===== config.mk =====
export PLATFORM = sky130hd
export DESIGN_NAME = trig_status_capture
export DESIGN_NICKNAME = d
export VERILOG_FILES = /design/src/rtl/trig_status_pkg.sv /design/src/rtl/trig_status_ctrl.sv /design/src/rtl/trig_status_datapath.sv /design/src/rtl/trig_status_capture.sv
export SDC_FILE = /design/constraint.sdc
export NUM_CORES = 1
export LEC_CHECK = 0
export ABC_CLOCK_PERIOD_IN_PS = 1900
export BUFFER_PORTS_ARGS = -buffer_cell sky130_fd_sc_hd__buf_2
export CAP_MARGIN = 20
export CORE_ASPECT_RATIO = 1.25
export CORE_MARGIN = 2
export CORE_UTILIZATION = 57
export DETAILED_ROUTE_END_ITERATION = 12
export HOLD_SLACK_MARGIN = 0.1
export MAX_ROUTING_LAYER = met4
export PLACE_DENSITY_LB_ADDON = 0.05
export REMOVE_ABC_BUFFERS = 1
export SETUP_SLACK_MARGIN = 0.05
export SYNTH_ARGS = -nofsm -noshare
export SYNTH_HDL_FRONTEND = slang
export SYNTH_HIERARCHICAL = 1
export SYNTH_SLANG_ARGS = --single-unit
export TNS_END_PERCENT = 30

===== constraint.sdc =====
create_clock -name clk -period 1.9 [get_ports clk]
set_clock_uncertainty 0.15 [all_clocks]
set_input_delay 0.38 -clock clk [delete_from_list [all_inputs] [get_ports clk]]
set_output_delay 0.38 -clock clk [all_outputs]
set_load 0.1 [all_outputs]

===== src/rtl/trig_status_pkg.sv =====
package trig_status_pkg;
  typedef struct packed {
    logic snap;   // copy primary latches to storage, clear primary
    logic shift;  // advance serial output by one bit
  } ctlStrobes_t;
endpackage


===== src/rtl/trig_status_ctrl.sv =====
module trig_status_ctrl
  import trig_status_pkg::*;
#(
  parameter int WORD_W = 16
) (
  input  logic        clk,
  input  logic        rstN,
  input  logic        strobeN,
  input  logic        shiftUpdate,
  output ctlStrobes_t ctl
);
  localparam int IDX_W = $clog2(WORD_W);
  localparam logic [IDX_W-1:0] LAST_IDX = IDX_W'(WORD_W - 1);

  logic             strobePrev;
  logic [IDX_W-1:0] bitIdx;
  logic             strobeRise;
  logic             lastBit;

  assign strobeRise = strobeN & ~strobePrev;
  assign lastBit    = (bitIdx == LAST_IDX);

  always_comb begin
    ctl.snap  = shiftUpdate | (strobeRise & lastBit);
    ctl.shift = strobeRise & ~lastBit & ~shiftUpdate;
  end

  always_ff @(posedge clk) begin
    if (!rstN) begin
      strobePrev <= 1'b1;
      bitIdx     <= '0;
    end else begin
      strobePrev <= strobeN;
      if (ctl.snap)       bitIdx <= '0;
      else if (ctl.shift) bitIdx <= bitIdx + 1'b1;
    end
  end

  // a held-low strobe never moves the frame position
  p_idx_hold_low_r3: assert property (@(posedge clk) disable iff (!rstN)
    (!strobeN && !shiftUpdate) |=> $stable(bitIdx));

  // the strobe ending the final bit starts a fresh frame
  p_frame_wrap_r8: assert property (@(posedge clk) disable iff (!rstN)
    (strobeN && !strobePrev && bitIdx == LAST_IDX) |=> (bitIdx == '0));

  // an update request always restarts the frame
  p_update_restart_r9: assert property (@(posedge clk) disable iff (!rstN)
    shiftUpdate |=> (bitIdx == '0));
endmodule


===== src/rtl/trig_status_datapath.sv =====
module trig_status_datapath
  import trig_status_pkg::*;
#(
  parameter int WORD_W    = 16,
  parameter int CNT_W     = 4,
  parameter int ATRIG_BIT = 11,
  parameter int BTRIG_BIT = 10,
  parameter int BUSY_BIT  = 0
) (
  input  logic        clk,
  input  logic        rstN,
  input  logic        aTrigPulse,
  input  logic        bTrigPulse,
  input  logic        gatePulse,
  input  logic        singleArm,
  input  logic        singleDone,
  input  ctlStrobes_t ctl,
  output logic        serialBit
);
  localparam logic [CNT_W-1:0] CNT_MAX = {CNT_W{1'b1}};
  localparam logic [CNT_W-1:0] CNT_ONE = CNT_W'(1);

  // primary latches
  logic             aTrigSeen;
  logic             bTrigSeen;
  logic [CNT_W-1:0] gateCnt;
  logic             singleBusy;
  // storage latches, read out serially
  logic [WORD_W-1:0] shiftReg;
  logic [WORD_W-1:0] snapWord;

  always_comb begin
    snapWord                     = '0;
    snapWord[WORD_W-1 -: CNT_W]  = gateCnt;
    snapWord[ATRIG_BIT]          = aTrigSeen;
    snapWord[BTRIG_BIT]          = bTrigSeen;
    snapWord[BUSY_BIT]           = singleBusy;
  end

  always_ff @(posedge clk) begin
    if (!rstN) begin
      aTrigSeen <= 1'b0;
      bTrigSeen <= 1'b0;
      gateCnt   <= '0;
    end else if (ctl.snap) begin
      // clear, but keep an event arriving in the snapshot cycle
      aTrigSeen <= aTrigPulse;
      bTrigSeen <= bTrigPulse;
      gateCnt   <= gatePulse ? CNT_ONE : '0;
    end else begin
      if (aTrigPulse) aTrigSeen <= 1'b1;
      if (bTrigPulse) bTrigSeen <= 1'b1;
      if (gatePulse && gateCnt != CNT_MAX) gateCnt <= gateCnt + 1'b1;
    end
  end

  always_ff @(posedge clk) begin
    if (!rstN)           singleBusy <= 1'b0;
    else if (singleArm)  singleBusy <= 1'b1;
    else if (singleDone) singleBusy <= 1'b0;
  end

  always_ff @(posedge clk) begin
    if (!rstN)          shiftReg <= '0;
    else if (ctl.snap)  shiftReg <= snapWord;
    else if (ctl.shift) shiftReg <= {shiftReg[WORD_W-2:0], 1'b0};
  end

  assign serialBit = shiftReg[WORD_W-1];

  // storage is frozen unless a snapshot or shift is commanded
  p_store_hold_r3: assert property (@(posedge clk) disable iff (!rstN)
    (!ctl.snap && !ctl.shift) |=> $stable(shiftReg));

  // the gate count sticks at its maximum
  p_no_wrap_r6: assert property (@(posedge clk) disable iff (!rstN)
    (gateCnt == CNT_MAX && !ctl.snap) |=> (gateCnt == CNT_MAX));

  // a snapshot with no new A trigger clears the flag
  p_snap_clear_r8: assert property (@(posedge clk) disable iff (!rstN)
    (ctl.snap && !aTrigPulse) |=> !aTrigSeen);

  // a trigger coinciding with a snapshot survives it
  p_same_cycle_keep_r10: assert property (@(posedge clk) disable iff (!rstN)
    (ctl.snap && aTrigPulse) |=> aTrigSeen);

  // done without arm ends the single sequence
  p_single_done_r7: assert property (@(posedge clk) disable iff (!rstN)
    (singleDone && !singleArm) |=> !singleBusy);
endmodule


===== src/rtl/trig_status_capture.sv =====
module trig_status_capture
  import trig_status_pkg::*;
#(
  parameter int WORD_W    = 16,
  parameter int CNT_W     = 4,
  parameter int ATRIG_BIT = 11,
  parameter int BTRIG_BIT = 10,
  parameter int BUSY_BIT  = 0
) (
  input  logic clk,
  input  logic rstN,
  input  logic aTrigPulse,
  input  logic bTrigPulse,
  input  logic gatePulse,
  input  logic singleArm,
  input  logic singleDone,
  input  logic shiftUpdate,
  input  logic strobeN,
  output logic dataOut
);
  ctlStrobes_t ctl;

  trig_status_ctrl #(.WORD_W(WORD_W)) u_ctrl (
    .clk(clk), .rstN(rstN), .strobeN(strobeN),
    .shiftUpdate(shiftUpdate), .ctl(ctl)
  );

  trig_status_datapath #(
    .WORD_W(WORD_W), .CNT_W(CNT_W), .ATRIG_BIT(ATRIG_BIT),
    .BTRIG_BIT(BTRIG_BIT), .BUSY_BIT(BUSY_BIT)
  ) u_dp (
    .clk(clk), .rstN(rstN), .aTrigPulse(aTrigPulse), .bTrigPulse(bTrigPulse),
    .gatePulse(gatePulse), .singleArm(singleArm), .singleDone(singleDone),
    .ctl(ctl), .serialBit(dataOut)
  );
endmodule


# [Word level (Yosys, flattened, before mapping)]
# Cells that the tools add are included.
[word_totals] output_inout_bits=1 elab_cells=39 register_bits=28
[classes] reduce_logical=7 eq_ne=2 add_sub_neg=2 n_mux=11 bitwise_logic=9
[ops] op="two-way mux 16 bit" n=2
[ops] op="nonzero test 2 bit" n=5
[ops] op="adder 4 x 1 -> 4 bit, second input constant" n=2
[ops] op="two-way mux 4 bit" n=2
[ops] op="two-way mux 1 bit" n=7
[ops] op="AND 1 bit" n=4
[ops] op="== test 4 bit, second input constant" n=1
[ops] op="inequality test 4 bit, second input constant" n=1
[ops] op="inverter 1 bit" n=4
[ops] op="OR reduction 2 bit" n=1
[ops] op="logical AND 1 bit" n=1
[ops] op="OR 1 bit" n=1

# [Logic depth before layout (Yosys ltp)]
# Gate-level depths: netlist of run 1.
[depth] depth_word=6 ltp_mapped=8

# [By module]
# Netlist of run 1, hierarchy kept.
[by_module_without_submodules] mod="trig_status_datapath" seq_area_each_um2=460.4 n_inst=1 area_per_inst_um2=973.4 cells_each=99
[by_module_without_submodules] mod="trig_status_ctrl" seq_area_each_um2=100.1 n_inst=1 area_per_inst_um2=250.2 cells_each=28

# [Least setup slack after synthesis of run 1]
# Ideal clock, no wire load.
[synth_path] kind="in2reg" start="input port shiftUpdate" end="register u_dp.shiftReg[15]" path_stages=7 required_ps=1635 path_buffers=2 setup_slack_ps=91 arrival_ps=1544 path_cell_list="or3b_4 nor2_1 buf_6 buf_12 mux2i_1 o21ai_1 and2_1"
[synth_rtl] element="from (decl)" line="trig_status_capture.sv:17" source="input logic shiftUpdate,"
[synth_rtl] element="to (signal assigned)" line="trig_status_datapath.sv:65" source="else if (ctl.snap) shiftReg <= snapWord;"
[synth_rtl] element="to (signal assigned)" line="trig_status_datapath.sv:66" source="else if (ctl.shift) shiftReg <= {shiftReg[WORD_W-2:0], 1'b0};"
[synth_rtl] element="to (decl)" line="trig_status_datapath.sv:29" source="logic [WORD_W-1:0] shiftReg;"

==> metrics.cfg, run 1 <==
[critical_path]
r2r_slack_ns = 0.16
r2r_start = u_ctrl/bitIdx[1]$_SDFFE_PP0P_
worstSetupPathType = reg2reg
worstPathArrival_ns = 1.83
critPathTopFamily = flip-flops
cpPeakStageDelay_ns = 0.40
path_common_cell = buf_4
reg2reg_to = u_dp/gateCnt[2]$_SDFFE_PN0P_
path_buf_inv = 2
startpoint_type = register
r2r_cells = 7
path_max_fanout = 19
crit_chain = ha_1 > nand3b_1 > o21ai_0 > buf_4 > nand2b_1 > buf_4 > nor3_1
cp-end-kind = register
worstPathRequired_ns = 1.99
slowest_stage = dfxtp_1

[final_layout]
drive_above_1_share_pct = 16.0
regArea_sq_um = 564
fillCellCount = 167
syn2layout_area_growth_pct = 14.3
diodes = 0
final_common_cell = dfxtp_1
final_cells = 164
multiInputGateArea_sq_um = 603
final_nets = 156
final_core_util_pct = 69.8
final_cell_mix = dfxtp_1 (27), mux2i_1 (15), o21ai_0 (12)

[min_path]
worstHoldStart = rstN
worstHoldEndpoint = u_ctrl/strobePrev$_SDFF_PN1_
whs_path_depth = 2
hp-class = in2reg

[floorplanning]
floorplan.initialDensity_pct = 61.0
die_width_um = 45.4
io_pins = 10
fp.dieH_um = 55.8
die-area_sq_um = 2540
design.core.area_sq_um = 2000
num_rows = 18

[route]
drt_iter0_drc = 9
via_per_inst = 5.46
drtPass1Iterations = 4
routed_wl_um = 1900
drt-wirelength-per-cell_um = 11.6
num_vias = 896
drc = 0
ant_nets = 0

[power_and_ir_drop]
intPower_mw = 0.849
pwr-share-seq_pct = 56.8
netSwitchingPower_mw = 0.216
p_per_area_nw_per_um2 = 762
p_sw_share_pct = 20.3
p_leak_nw = 0.512
vdd_drop_max_uv = 521
p_comb_share_pct = 6.7
clock_power_share_pct = 36.5

[grt]
grt_antenna_before_repair = 0
grt_start_max_net_pins = 20
grt_pass1_wl_um = 3240
overflow = 0
grt_pass1_vias = 809
grtUsageTotal_pct = 16.9

[timing]
fin_hold_ws_ns = 0.179
slew_viol_final = 0
hold_viol = 0
worstMarginPinSlew_ns = 0.486
setup_violations = 0
rsz0062_at_grt = yes
max_freq_mhz = 574
period_minus_slack_ns = 1.74
slew_headroom_pct = 67.8
post-route-period-util_pct = 91.7

[clock_network]
cts_inserted_buffers = 3
cts_buffer_depth = 2
root_buffer = clkbuf_4
clkSinkCount = 28
cts_tree = built
insertion_delay_ns = 0.33
clkTransAtPathRegs_ns = 0.15
cts.htree.levels = 1

[flow_run]
maxCapViolCount = 0

[logic_synthesis]
synth_edf_count = 0
synthCells = 127
synthArstFlopShare_pct = 0
syn_area_per_cell_sq_um = 9.64
synthFlopType = dfxtp_1
synth.yosys.seq_area_share_pct = 45.8
syn-cell-area_sq_um = 1220
synth-seq-cells = 28
yosysWarningCount = 6
yosys.area.top_type = dfxtp_1
synth_area_leaders = dfxtp_1 (46%), mux2i_1 (12%), o21ai_0 (4.9%)
post_synth_num_cell_types = 34
synth_top_cell_area_share_pct = 45.8

[placement]
numPortBuffers = 9
dp_cells = 155
gp_congestion = 0.813
place_hpwl_um = 1390

[run_status]
status = finished clean

-- cell usage after synthesis (all sizes together), types with 2 or more instances --
| library cell | instances |
|---|---|
| nand2 | 7 |
| nand3b | 3 |
| inv | 2 |
| o21a | 3 |
| nor3b | 2 |
| buf | 5 |
| mux2i | 15 |
| o21ai | 13 |
| nor2b | 5 |
| ha | 2 |
| dfxtp | 28 |
| a21oi | 6 |
| nor3 | 2 |
| and2 | 6 |
| and3 | 3 |
| nor2 | 10 |
| nand2b | 2 |
-- state kept, by name, indices dropped and copies added (netlist names) --
register	count
u_dp/singleBusy	1
u_ctrl/bitIdx	4
u_dp/gateCnt	4
u_dp/bTrigSeen	1
u_dp/shiftReg	16
u_dp/aTrigSeen	1
u_ctrl/strobePrev	1
-- stage by stage --
stage / cell area, sq um / TNS [ns] / power [mW] / setup slack [ns]
after floorplan: 1160 / -10.36 / 0.655 / -0.621
after global placement: 1280 / 0 / 0.682 / 0.0393
after detailed placement: 1280 / 0 / 0.683 / 0.00687
after CTS: 1370 / 0 / 1.07 / 0.0699
after global routing: 1400 / 0 / 1.12 / 0.0246
final: 1400 / 0 / 1.07 / 0.158
-- cells by family after synthesis --
logic type / share of synthesized area [%]
buffers and inverters: 5.52
xor gates and xnor gates: 0.716
muxes: 12.3
adders and majority gates: 2.04
AOI/OAI and AO/OA: 12.7
and+or+nand+nor: 21.0
DFF: 45.8
-- final cells by class --
type,count,area share [%]
repair buffers,19,10.5
clock inverters,1,2.15
inverters,2,0.537
flip-flops and latches,28,40.3
clock buffers,3,1.61
well taps,20,1.79
multi-input cells,91,43.1
-- power groups by stage --
stage	Combinational (mW)	Sequential, mW	Clock, mW
after global placement	0.0629	0.619	0
after floorplan	0.0377	0.617	0
after global routing	0.0805	0.607	0.430
final	0.0715	0.605	0.389
after CTS	0.0695	0.606	0.398
after detailed placement	0.0645	0.619	0
-- routing by layer --
layer  part of all wire [%]  up-vias  wire [um]  GRT usage, %
met5                      0        -          0             -
met4                    1.4        0         27          5.04
met3                    2.3        2         43          2.92
met2                     50       11        956          28.0
met1                     46      407        869          20.3
li1                       -      476          -             -
-- worst max-delay path by stage --
| stage | cells after the start | slack, ns | end | from |
|---|---|---|---|---|
| after floorplan | 5 | -0.62 | u_dp/shiftReg[15]$_SDFFE_PN0P_ | shiftUpdate |
| after global placement | 7 | 0.04 | u_dp/shiftReg[10]$_SDFFE_PN0P_ | shiftUpdate |
| after detailed placement | 7 | 0.007 | u_dp/shiftReg[10]$_SDFFE_PN0P_ | shiftUpdate |
| after CTS | 7 | 0.07 | u_dp/shiftReg[14]$_SDFFE_PN0P_ | u_ctrl/bitIdx[0]$_SDFFE_PP0P_ |
| after global routing | 7 | 0.02 | u_dp/gateCnt[2]$_SDFFE_PN0P_ | u_ctrl/bitIdx[1]$_SDFFE_PP0P_ |
| final | 7 | 0.16 | u_dp/gateCnt[2]$_SDFFE_PN0P_ | u_ctrl/bitIdx[1]$_SDFFE_PP0P_ |
-- what timing repair did --
item	in CTS	in global routing
endpoints found under the setup margin	0	19
endpoints found under the hold margin	3	1
setup buffers	0	1
hold buffers	3	1
resized for setup	0	6
No activity file was read; power rests on OpenSTA's default activity.
==> run 2: changes to the inputs <==
--- a/config.mk
+++ b/config.mk
@@ -8,9 +8,11 @@
 export ABC_CLOCK_PERIOD_IN_PS = 1900
 export BUFFER_PORTS_ARGS = -buffer_cell sky130_fd_sc_hd__buf_2
 export CAP_MARGIN = 20
+export CELL_PAD_IN_SITES_DETAIL_PLACEMENT = 0
+export CELL_PAD_IN_SITES_GLOBAL_PLACEMENT = 1
 export CORE_ASPECT_RATIO = 1.25
 export CORE_MARGIN = 2
-export CORE_UTILIZATION = 57
+export CORE_UTILIZATION = 44
 export DETAILED_ROUTE_END_ITERATION = 12
 export HOLD_SLACK_MARGIN = 0.1
 export MAX_ROUTING_LAYER = met4
==> metrics.cfg, run 2 (same netlist as run 1, synthesis figures left out) <==
[critical_path]
worstSetupPathType = reg2reg  ; unchanged
cp-end-kind = register  ; unchanged
worstPathRequired_ns = 2.02  ; was 1.99 ns
worstPathArrival_ns = 1.84  ; was 1.83 ns
r2r_slack_ns = 0.18  ; was 0.16 ns
path_max_fanout = 10  ; was 19
startpoint_type = register  ; unchanged

[placement]
dp_cells = 169  ; was 155
numPortBuffers = 9  ; unchanged
gp_congestion = 0.716  ; was 0.813
placed_area_sq_um = 1300  ; was 1280 sq um
place_ws_ns = 0.0377  ; was 0.00687 ns
place_hpwl_um = 1430  ; was 1390 um

[clock_network]
root_buffer = clkbuf_4  ; unchanged
clkTransAtPathRegs_ns = 0.15  ; about the same
cts.htree.levels = 1  ; unchanged
cts_tree = built  ; unchanged
cts_inserted_buffers = 3  ; unchanged
insertion_delay_ns = 0.32  ; was 0.33 ns
cts_buffer_depth = 2  ; unchanged
clkSinkCount = 28  ; unchanged

[route]
routed_wl_um = 2050  ; was 1900 um
drc = 0  ; unchanged
drt_iter0_drc = 17  ; was 9
ant_nets = 0  ; unchanged
drt-wirelength-per-cell_um = 11.4  ; was 11.6 um
drtPass1Iterations = 4  ; unchanged
via_per_inst = 5.14  ; was 5.46
num_vias = 925  ; was 896

[timing]
worstMarginPinSlew_ns = 0.482  ; was 0.486 ns
max_freq_mhz = 582  ; was 574 MHz
rsz0062_at_grt = no  ; was yes
fin_hold_ws_ns = 0.114  ; was 0.179 ns
tns_ns = 0  ; unchanged
slew_viol_final = 0  ; unchanged
post-route-period-util_pct = 90.4  ; was 91.7%
setup_slack_ns = 0.183  ; was 0.158 ns
hold_viol = 0  ; unchanged
setup_violations = 0  ; unchanged
slew_headroom_pct = 68.1  ; was 67.8%
period_minus_slack_ns = 1.72  ; was 1.74 ns

[final_layout]
drive_above_1_share_pct = 17.8  ; was 16.0%
syn2layout_area_growth_pct = 16.8  ; was 14.3%
final_cells = 180  ; was 164
final_core_util_pct = 53.8  ; was 69.8%
top_register = u_dp/shiftReg  ; unchanged
postLayoutCellArea_sq_um = 1430  ; was 1400 sq um
diodes = 0  ; unchanged
largest_reg_flops = 16  ; unchanged
reg_top3 = u_dp/shiftReg: 16 flops, u_ctrl/bitIdx: 4 flops, u_dp/gateCnt: 4 flops  ; unchanged
final_nets = 158  ; was 156
final_cell_mix = dfxtp_1 (27), mux2i_1 (15), o21ai_0 (11)  ; was dfxtp_1 (27), mux2i_1 (15), o21ai_0 (12)
fillCellCount = 252  ; was 167
final_common_cell = dfxtp_1  ; unchanged

[power_and_ir_drop]
vdd_drop_max_uv = 410  ; was 521 uV
p_per_area_nw_per_um2 = 684  ; was 762 nW/um^2
p_leak_nw = 0.517  ; was 0.512 nW
finalPower_mw = 0.977  ; was 1.07 mW

[flow_run]
maxCapViolCount = 0  ; unchanged

[grt]
overflow = 0  ; unchanged
grt_start_max_net_pins = 20  ; unchanged
grt_pass1_wl_um = 3400  ; was 3240 um
grtUsageTotal_pct = 14.1  ; was 16.9%
grt_pass1_vias = 809  ; unchanged
grt_antenna_before_repair = 0  ; unchanged

[floorplanning]
fp.dieH_um = 63.0  ; was 55.8 um
num_rows = 21  ; was 18
die-area_sq_um = 3220  ; was 2540 sq um
die_width_um = 51.2  ; was 45.4 um
design.core.area_sq_um = 2650  ; was 2000 sq um
io_pins = 10  ; unchanged
floorplan.initialDensity_pct = 46.1  ; was 61.0%

[run_status]
status = finished clean  ; unchanged

[min_path]
hp-class = in2reg  ; unchanged

[run 2: layout make-up]
cell class	count	area, sq um	area share [%]
flip-flops and latches	28	564	39.5
well taps	34	42.5	2.98
inverters	2	7.51	0.525
multi-input cells	91	603	42.2
clock buffers	4	36.3	2.54
repair buffers	21	175	12.3
[run 2: critical path: stages (launching register included)]
cell and delay [ns]:
dfxtp_1 0.40, ha_2 0.22, and3_4 0.21, nor2_1 0.05
buf_6 0.14, buf_12 0.14, nor3b_1 0.19, a21oi_1 0.06
nor2b_1 0.11
[run 2: path summary, 6_finish.rpt]
kind,startpoint,cells after the start,endpoint
max,u_ctrl/bitIdx[1]$_SDFFE_PP0P_,8,u_dp/shiftReg[0]$_SDFFE_PN0P_
max reg2reg,u_ctrl/bitIdx[1]$_SDFFE_PP0P_,8,u_dp/shiftReg[0]$_SDFFE_PN0P_
min,strobeN,2,u_ctrl/strobePrev$_SDFF_PN1_
min reg2reg,u_ctrl/bitIdx[3]$_SDFFE_PP0P_,1,u_ctrl/bitIdx[3]$_SDFFE_PP0P_
[run 2: layer usage]
metal / GRT usage [%] / share of wire [%] / routed length (um) / vias up
met5: - / 0 / 0 / -
met1: 15.6 / 44 / 898 / 434
li1: - / - / - / 479
met2: 24.2 / 52 / 1070 / 8
met3: 2.39 / 2.2 / 46 / 4
met4: 6.08 / 1.5 / 31 / 0
[run 2: report_power, final]
group | total, mW | internal (mW) | switching [mW]
clock network | 0.292 | 0.117 | 0.174
logic | 0.0807 | 0.0450 | 0.0357
registers | 0.605 | 0.598 | 0.00720
[run 2: timing repair]
item,in CTS,in global routing
hold endpoints to repair,3,0
setup endpoints to repair,1,19
hold buffers,3,0
gates resized for setup,1,5
setup buffers,0,4
==> run 3: changes to the inputs <==
--- a/config.mk
+++ b/config.mk
@@ -13,6 +13,7 @@
 export CORE_ASPECT_RATIO = 1.25
 export CORE_MARGIN = 2
 export CORE_UTILIZATION = 44
+export CTS_BUF_LIST = sky130_fd_sc_hd__clkbuf_16
 export DETAILED_ROUTE_END_ITERATION = 12
 export HOLD_SLACK_MARGIN = 0.1
 export MAX_ROUTING_LAYER = met4
==> metrics.cfg, run 3 (same netlist as run 1, synthesis figures left out) <==
[run_status]
status = finished clean  ; unchanged

[timing]
slew_headroom_pct = 68.1  ; about the same
period_minus_slack_ns = 1.73  ; was 1.72 ns
setup_violations = 0  ; unchanged
post-route-period-util_pct = 91.0  ; was 90.4%
hold_viol = 0  ; unchanged
tns_ns = 0  ; unchanged
slew_viol_final = 0  ; unchanged
max_freq_mhz = 578  ; was 582 MHz
setup_slack_ns = 0.171  ; was 0.183 ns
worstMarginPinSlew_ns = 0.482  ; about the same
rsz0062_at_grt = no  ; unchanged

[final_layout]
postLayoutCellArea_sq_um = 1440  ; was 1430 sq um
final_common_cell = dfxtp_1  ; unchanged
final_nets = 155  ; was 158
final_cell_mix = dfxtp_1 (27), mux2i_1 (15), o21ai_0 (11)  ; unchanged
top_register = u_dp/shiftReg  ; unchanged
diodes = 0  ; unchanged
final_cells = 177  ; was 180
drive_above_1_share_pct = 16.8  ; was 17.8%
reg_top3 = u_dp/shiftReg: 16 flops, u_ctrl/bitIdx: 4 flops, u_dp/gateCnt: 4 flops  ; unchanged
syn2layout_area_growth_pct = 17.4  ; was 16.8%
largest_reg_flops = 16  ; unchanged

[route]
num_vias = 917  ; was 925
drt_iter0_drc = 25  ; was 17
drc = 0  ; unchanged
drtPass1Iterations = 3  ; was 4
ant_nets = 0  ; unchanged
drt-wirelength-per-cell_um = 11.7  ; was 11.4 um
routed_wl_um = 2070  ; was 2050 um
via_per_inst = 5.18  ; was 5.14

[clock_network]
cts_inserted_buffers = 3  ; unchanged
cts_tree = built  ; unchanged
insertion_delay_ns = 0.26  ; was 0.32 ns
cts_buffer_depth = 2  ; unchanged
cts.htree.levels = 1  ; unchanged
root_buffer = clkbuf_16  ; was clkbuf_4
clkSinkCount = 28  ; unchanged
clkTransAtPathRegs_ns = 0.06  ; was 0.15 ns

[critical_path]
path_max_fanout = 7  ; was 10
cpPeakStageDelay_ns = 0.34  ; was 0.40 ns
cp-end-kind = register  ; unchanged
worstSetupPathType = reg2reg  ; unchanged
worstPathArrival_ns = 1.74  ; was 1.84 ns
worstPathRequired_ns = 1.91  ; was 2.02 ns
crit_chain = ha_1 > and3_4 > nor2_1 > buf_6 > mux2i_1 > o21ai_0 > and2_1  ; was ha_2 > and3_4 > nor2_1 > buf_6 > buf_12 > nor3b_1 > a21oi_1 > nor2b_1
startpoint_type = register  ; unchanged
slowest_stage = dfxtp_2  ; was dfxtp_1

[placement]
place_hpwl_um = 1430  ; unchanged
dp_cells = 169  ; unchanged
placed_area_sq_um = 1300  ; unchanged
numPortBuffers = 9  ; unchanged
place_ws_ns = 0.0377  ; unchanged
gp_congestion = 0.716  ; unchanged

[power_and_ir_drop]
p_leak_nw = 0.525  ; was 0.517 nW
p_per_area_nw_per_um2 = 804  ; was 684 nW/um^2
vdd_drop_max_uv = 433  ; was 410 uV
finalPower_mw = 1.16  ; was 0.977 mW

[grt]
grt_pass1_wl_um = 3480  ; was 3400 um
grt_antenna_before_repair = 0  ; unchanged
overflow = 0  ; unchanged
grt_start_max_net_pins = 20  ; unchanged
grtUsageTotal_pct = 14.8  ; was 14.1%
grt_pass1_vias = 818  ; was 809

[floorplanning]
fp.dieH_um = 63.0  ; unchanged
design.core.area_sq_um = 2650  ; unchanged
die_width_um = 51.2  ; unchanged
die-area_sq_um = 3220  ; unchanged
num_rows = 21  ; unchanged
floorplan.initialDensity_pct = 46.1  ; unchanged
io_pins = 10  ; unchanged

[flow_run]
maxCapViolCount = 0  ; unchanged

[min_path]
hp-class = in2reg  ; unchanged

==> run 3: cell count changes in the layout (fill, tap and decap cells not counted), sizes merged <==
| cell | previous run | this run |
|---|---|---|
| dlygate4sd3 | 3 | 0 |
| clkbuf | 4 | 3 |
| clkinv | 0 | 1 |
==> run 3: metal layers <==
layer | GRT usage [%] | wire length (um) | vias to the layer above
met5 | - | 0 | -
met4 | 7.09 | 43 | 0
met3 | 4.55 | 68 | 5
met2 | 24.0 | 1060 | 9
met1 | 16.1 | 898 | 429
li1 | - | - | 474
==> run 3: worst paths after layout <==
kind / startpoint / endpoint / slack, ns / depth (start not counted)
hold / removal: bTrigPulse / u_dp/bTrigSeen$_SDFFE_PN0P_ / 0.17 / 2
hold reg to reg: u_dp/shiftReg[5]$_SDFFE_PP0P_ / u_dp/shiftReg[5]$_SDFFE_PP0P_ / 0.35 / 2
setup reg to reg: u_ctrl/bitIdx[0]$_SDFFE_PP0P_ / u_dp/shiftReg[14]$_SDFFE_PN0P_ / 0.17 / 7
setup / recovery: u_ctrl/bitIdx[0]$_SDFFE_PP0P_ / u_dp/shiftReg[14]$_SDFFE_PN0P_ / 0.17 / 7
==> run 3: cell type report <==
type / instances / area (sq um)
Clock buffer: 3 / 75.1
Clock inverter: 1 / 3.75
Fill cell: 256 / 1220
Inverter: 2 / 7.51
Multi-Input combinational cell: 91 / 601
Sequential cell: 28 / 562
Tap cell: 34 / 42.5
Timing Repair Buffer: 18 / 145
==> run 3: stage by stage <==
stage          hold slack [ns]  util, %
4_1_cts                  0.170     52.0
6_report                 0.172     54.1
2_1_floorplan            0.303        -
5_1_grt                  0.178     54.1
3_3_place_gp             0.326     49.0
3_5_place_dp             0.334     49.0
==> run 3: power by group <==
part	internal [mW]	switching, mW
Combinational	0.0410	0.0352
Sequential	0.598	0.00732
Clock	0.282	0.191
==> run 3: worst max-delay path, delay by kind of cell (launching register included) <==
kind,cells,cell delay [ns]
simple gates,3,0.46
flops,1,0.34
fa+ha+maj,1,0.23
mux,1,0.18
buf+inv,1,0.16
compound gates,1,0.09
==> run 3: what timing repair did <==
| item | 4_1_cts | 5_1_grt |
|---|---|---|
| gates resized for setup | 0 | 4 |
| hold endpoints to repair | 0 | 0 |
| setup buffers | 0 | 4 |
| setup endpoints to repair | 0 | 19 |
| hold buffers | 0 | 0 |
